<file path="config.mk">
export PLATFORM = sky130hd
export DESIGN_NAME = alu8_csel
export DESIGN_NICKNAME = d
export VERILOG_FILES = /design/src/rtl/alu8_csel.sv
export SDC_FILE = /design/constraint.sdc
export NUM_CORES = 1
export LEC_CHECK = 0
export BUFFER_PORTS_ARGS = -buffer_cell sky130_fd_sc_hd__buf_2
export CELL_PAD_IN_SITES_DETAIL_PLACEMENT = 0
export CELL_PAD_IN_SITES_GLOBAL_PLACEMENT = 1
export CORE_MARGIN = 2
export CORE_UTILIZATION = 41
export DETAILED_ROUTE_END_ITERATION = 7
export PLACE_DENSITY_LB_ADDON = 0.12
export SYNTH_ARGS = -nofsm -noshare
export SYNTH_HDL_FRONTEND = slang
export SYNTH_SLANG_ARGS = --single-unit
</file>
<file path="constraint.sdc">
create_clock -name vclk -period 4.4
set_clock_uncertainty 0.2 [all_clocks]
set_input_delay 0.22 -clock vclk [all_inputs]
set_output_delay 0.22 -clock vclk [all_outputs]
set_load 0.005 [all_outputs]
</file>
<file path="src/rtl/alu8_csel.sv">
module alu8_csel #(
  parameter int W  = 8,
  parameter int SW = 4
) (
  input  logic [W-1:0] a,
  input  logic [W-1:0] b,
  input  logic [2:0]   fn,
  input  logic         csel,
  input  logic         c_stored,
  output logic [W-1:0] y,
  output logic         cout
);
  localparam int NS = W / SW;

  logic         cin;
  logic         arith;
  logic [W-1:0] opx, opy, sum;
  logic [NS:0]  ch;

  assign cin   = csel ? 1'b1 : c_stored;
  assign arith = (fn == 3'b001) || (fn == 3'b010) || (fn == 3'b011);

  always_comb begin
    case (fn)
      3'b001:  begin opx = b; opy = ~a; end
      3'b010:  begin opx = a; opy = ~b; end
      default: begin opx = a; opy = b;  end
    endcase
  end

  assign ch[0] = cin;

  genvar i;
  generate
    for (i = 0; i < NS; i++) begin : g_slice
      logic [SW:0] t;
      assign t = {1'b0, opx[i*SW +: SW]} + {1'b0, opy[i*SW +: SW]}
               + {{SW{1'b0}}, ch[i]};
      assign sum[i*SW +: SW] = t[SW-1:0];
      assign ch[i+1]         = t[SW];
    end
  endgenerate

  always_comb begin
    case (fn)
      3'b000:  y = '0;
      3'b100:  y = a ^ b;
      3'b101:  y = a | b;
      3'b110:  y = a & b;
      3'b111:  y = '1;
      default: y = sum;
    endcase
  end

  assign cout = arith ? ch[NS] : 1'b0;

  always_comb begin
    if (fn == 3'b000) begin
      assert_clear_R1: assert (y == '0 && !cout);
    end
    if (fn == 3'b011) begin
      assert_add_R4: assert ({cout, y} == ({1'b0, a} + {1'b0, b} + (W+1)'(cin)));
    end
    if (fn == 3'b010 && cin) begin
      assert_sub_R5: assert (y == W'(a - b) && cout == (a >= b));
    end
    if (fn[2]) begin
      assert_nocarry_R7: assert (!cout);
    end
  end
endmodule

</file>
== Yosys cells after proc, flatten, opt, wreduce, memory -nomap -nowiden ==
Index checks and enable logic that the tools add are counted.

* Logic and storage cells: 24
* Flip-flop bits (word level): 0
* Output and inout bits: 9

* Reductions and logical operators: 3
* Equal/unequal tests: 7
* Bitwise gates (word level): 5
* Add/subtract/negate cells: 4
* Multiplexer cells: 5

{| class="wikitable"
|+ Operators by type and width
! cell !! number
|-
| $pmux W8 S5 || 1
|-
| $not A8 Y8 || 2
|-
| $pmux W8 S2 || 1
|-
| $eq A3 B3 Y1 const B || 4
|-
| $add A4 B4 Y5 || 2
|-
| $add A5 B1 Y5 || 2
|-
| $and A8 B8 Y8 || 1
|-
| $mux W8 || 1
|-
| $or A8 B8 Y8 || 1
|-
| $xor A8 B8 Y8 || 1
|-
| $eq A3 B2 Y1 const B || 2
|-
| $eq A3 B1 Y1 const B || 1
|-
| $logic_not A3 Y1 || 1
|-
| $logic_or A1 B1 Y1 || 2
|-
| $mux W1 || 2
|}

== Longest topological paths before layout ==
* Depth after elaboration: 6
* Mapped depth: 16

== Least setup slack after synthesis ==
No wires, ideal clock.

* Path type: input-to-output
* From: input port fn[1]
* To: output port y[5]
* Data required time: 3,980 ps
* Arrival time: 3,284 ps
* Path slack: 696 ps
* Stages: 15
* Cell sequence: buf_4 nor2b_4 buf_6 and2b_1 buf_6 mux2i_1 fa_1 fa_1 a21o_1 a21o_1 fa_1 inv_1 fa_1 nor3_1 a21o_1

* Word-level cells in the longest chain between the ends: 6
* Elaborated cells between the ends (all ways): 14
* Those cells by class: add/sub: 4; eq/ne: 6; mux: 3; reduce/logical: 1

{| class="wikitable"
|+ Ends and longest elaborated chain
! element !! RTL line !! source
|-
| start: declaration || 7 || <nowiki>input logic [2:0] fn,</nowiki>
|-
| $eq A3 B2 Y1 / $eq A3 B1 Y1 (equally long branches) || 24 || <nowiki>case (fn)</nowiki>
|-
| $pmux W8 S2 / $mux W8 (equally long branches) || 24 ||
|-
| $add A4 B4 Y5 || 37 || <nowiki>assign t = {1'b0, opx[i*SW +: SW]} + {1'b0, opy[i*SW +: SW]}</nowiki>
|-
| $add A5 B1 Y5 (2 in a row) || 38 || <nowiki>+ {{SW{1'b0}}, ch[i]};</nowiki>
|-
| $pmux W8 S5 (*) || 45 || <nowiki>case (fn)</nowiki>
|-
| end: declaration || 10 || <nowiki>output logic [W-1:0] y,</nowiki>
|}

Every way passes the cells marked *; elsewhere a longest branch is shown, timed or not.

== Worst setup path in the final report ==
* From: input port fn[0]
* To: output port y[5]

Same word-level chain as after synthesis.

==> results.md <==
- The number of setup buffers added after CTS is 0.
- The accumulated negative setup slack is 0 ns.
- The net total in the final layout is 218.
- STA classifies the critical path endpoint as a primary output.
- Summing over every cut layer, the via total after detailed routing is 1105.
- Summed over all cells, the static leakage comes to 0.668 nW.
- In this run, post-CTS hold repair placed 0 buffers.
- The relative max-transition margin is 78.8%.
- The actual transition at the worst max-transition pin is 0.314 ns.
- Setup violations remaining at the end of the flow were counted as 0.
- From synthesis to final layout, the design area changed by 16.4%.
- The worst hold path belongs to the class input pin to primary output.
- After global routing the overflow that remains totals 0.
- After global routing, the most crowded layer is met2.
- The core region is 2520 µm².
- The initial core utilization is 44.4%.
- The post-synthesis instance total is 141.
- Dividing the detail-routed via count by the number of cells gives 5.55.
- The final setup slack of the worst path is 0.371 ns.
- For the worst setup path, the data required time is 3.98 ns.
- The netlist uses 36 different library cells.
- The count of placed standard cells including taps is 199.
- The routed wire length is 2720 µm.
- Max-cap violations in this run came to 0.
- The layout has 258 filler cells.
- After routing the design area is 1300 µm².
- The congestion estimate from routability-driven global placement came to 0.754.
- The number of remaining DRC errors is 0.
- OpenSTA, run right after detailed placement, puts the worst setup slack at 0.365 ns.
- The global-route total usage across every layer is 17.8%.
- The die area is 3170 µm².
- The count of warnings emitted by yosys is 0.
- Detailed placement ended at an HPWL of 2200 µm.
- The post-synth net total is 188.
- The signal on the critical path passes through buf_2 > nor2b_4 > and2b_1 > mux2i_1 > fa_1 > fa_1 > a21o_1 > a21o_1 > fa_1 > inv_1 > fa_1 > nor3_1 > a21o_1 > buf_2.
- The type of element launching the critical path is an input pin.
- IR analysis of the VDD net gives a maximum drop of 0.0618 mV.
- The met3 global-route usage is 0.461%.
- The initialized floorplan defines 18 standard-cell rows.
- Total power for the finished layout comes to 0.157 mW.
- The most numerous cell on the critical path is sky130_fd_sc_hd__fa_1.
- The number of I/O port buffers is 30.
- The first global-routing pass estimated 4790 µm of wire.
- The critical path is of the input pin to primary output type.
- The top-level port count is 30.
- The proportion of synthesized chip area in sequential cells is 0%.
- In the final routed layout, each cell accounts on average for 13.7 µm.
- The post-route netlist has 25.4% of its cells at a drive strength greater than 1.
- The post-cts repair resize count is 0.
- The areal power density over the cells is 120 nW/µm².
- From left edge to right edge, the die measures 56.3 µm.
- For this run, the detailed router's first-pass iteration total came to 4.
- The largest net degree at the start of global routing is 19.
- The data arrival time of the critical path is 3.61 ns.
- The number of hold-slack violations in the final timing report is 0.
- The clock buffers instantiated in the layout total 0.
- Based on the critical path, the design can be clocked at up to 248 MHz.
- Across the whole layout, storage elements account for 0 µm².
- The area of the mapped netlist is 1120 µm².
- Averaged over all synthesized cells, the footprint is 7.94 µm².
- Setup repair after global routing left no endpoint under its margin.
- The time the worst path needs with I/O delays and setup is 4.03 ns.
- The count of antenna diodes in the layout is 0.
- The run finished with clean final reports.
- There are 0 flip-flops and latches.
- The via count of the first global-routing pass is 1109.
- The initial antenna violation count is 0.
- The highest net fanout along the worst path is 18.
- The post-detailed-route count of antenna-violating nets is 0.
- The cell at the slowest stage of the critical path is sky130_fd_sc_hd__fa_1.
- For this run, global-route usage on met2 was measured as 35.0%.
- The worst stage delay on the critical path is 0.46 ns.
- The ratio of final minimum period to clock period is 91.6%.
- Once placement finished, the instance area stood at 1300 µm².
- The floorplan step set the die height to 56.3 µm.
- The count of cells in the finished layout, fillers not included, comes to 199.
- For met1 alone, demand over resource in global routing was 22.4%.
- The count of pins over their slew limit is 0.
- The first-iteration detailed-routing DRC count is 11.
metrics by stage:
step                      hold WS, ns  utilization, %
after global routing            0.723            51.7
after global placement          0.713            51.7
final                           0.703            51.7
after detailed placement        0.699            51.7
after CTS                       0.701            51.7
after floorplan                 0.480               -
cell families (layout without fill, tap and decap cells):
logic type | after synthesis | after routing | synth area share (%)
mux | 13 | 13 | 11.7
fa+ha+maj | 26 | 26 | 31.7
buf+inv | 27 | 55 | 11.1
xor+xnor | 2 | 2 | 1.56
simple gates | 28 | 28 | 16.4
compound gates | 45 | 45 | 27.5
synthesized netlist by cell type (2+ instances only):
cell / n / area share (%)
sky130_fd_sc_hd__o21ai_0: 6 / 2.7
sky130_fd_sc_hd__o22ai_1: 10 / 5.6
sky130_fd_sc_hd__a22oi_1: 8 / 5.4
sky130_fd_sc_hd__inv_1: 18 / 6.0
sky130_fd_sc_hd__clkbuf_1: 3 / 1.0
sky130_fd_sc_hd__o31ai_1: 2 / 1.3
sky130_fd_sc_hd__and2b_1: 2 / 1.3
sky130_fd_sc_hd__fa_1: 4 / 7.2
sky130_fd_sc_hd__buf_2: 3 / 1.3
sky130_fd_sc_hd__nand3_1: 2 / 0.89
sky130_fd_sc_hd__a21o_1: 3 / 2.0
sky130_fd_sc_hd__o32ai_1: 3 / 2.3
sky130_fd_sc_hd__buf_6: 2 / 2.0
sky130_fd_sc_hd__or2_2: 3 / 1.7
sky130_fd_sc_hd__nand2_1: 2 / 0.67
sky130_fd_sc_hd__nor2b_1: 11 / 6.1
sky130_fd_sc_hd__or3b_1: 2 / 1.6
sky130_fd_sc_hd__and3b_1: 2 / 1.6
sky130_fd_sc_hd__a21oi_1: 5 / 2.2
sky130_fd_sc_hd__a21boi_0: 2 / 1.3
sky130_fd_sc_hd__ha_1: 22 / 25
sky130_fd_sc_hd__mux2i_1: 12 / 11
final cells by class:
class | instances | area, µm² | area share [%]
tap | 30 | 37.5 | 2.88
multi-input combinational | 114 | 996 | 76.4
inverter | 18 | 67.6 | 5.18
timing repair buffer | 37 | 203 | 15.5
cells in the final DEF (no fill, tap or decap), types with 4 or more instances in the layout:
| cell | count |
|---|---|
| sky130_fd_sc_hd__inv_1 | 18 |
| sky130_fd_sc_hd__mux2i_1 | 12 |
| sky130_fd_sc_hd__a22oi_1 | 8 |
| sky130_fd_sc_hd__a21oi_1 | 5 |
| sky130_fd_sc_hd__ha_1 | 22 |
| sky130_fd_sc_hd__nor2b_1 | 11 |
| sky130_fd_sc_hd__buf_4 | 7 |
| sky130_fd_sc_hd__o21ai_0 | 6 |
| sky130_fd_sc_hd__fa_1 | 4 |
| sky130_fd_sc_hd__buf_2 | 30 |
| sky130_fd_sc_hd__o22ai_1 | 10 |
worst paths after layout:
| path | start | to | slack (ns) | cells past startpoint |
|---|---|---|---|---|
| worst max-delay path | fn[0] | y[5] | 0.37 | 14 |
| worst min-delay path | fn[2] | y[5] | 0.70 | 3 |
power breakdown:
part	total [mW]	switching (mW)	leakage (nW)	internal (mW)
sequential	0	0	0	0
clock	0	0	0	0
combinational	0.157	0.0802	0.668	0.0766
worst max-delay path: cells and delay by family:
kind / cells / cell delay [ns]
multiplexers: 1 / 0.10
adder cells (fa/ha/maj): 4 / 1.68
AO/OA/AOI/OAI: 3 / 0.45
AND/OR/NAND/NOR: 3 / 0.74
buffers and inverters: 3 / 0.42
routing by layer:
layer,share of wire [%],wire [µm]
met1,47,1290
met2,50,1370
met3,2.3,62
met4,0,0
met5,0,0
Note: power is estimated with default switching activity, not from simulation.
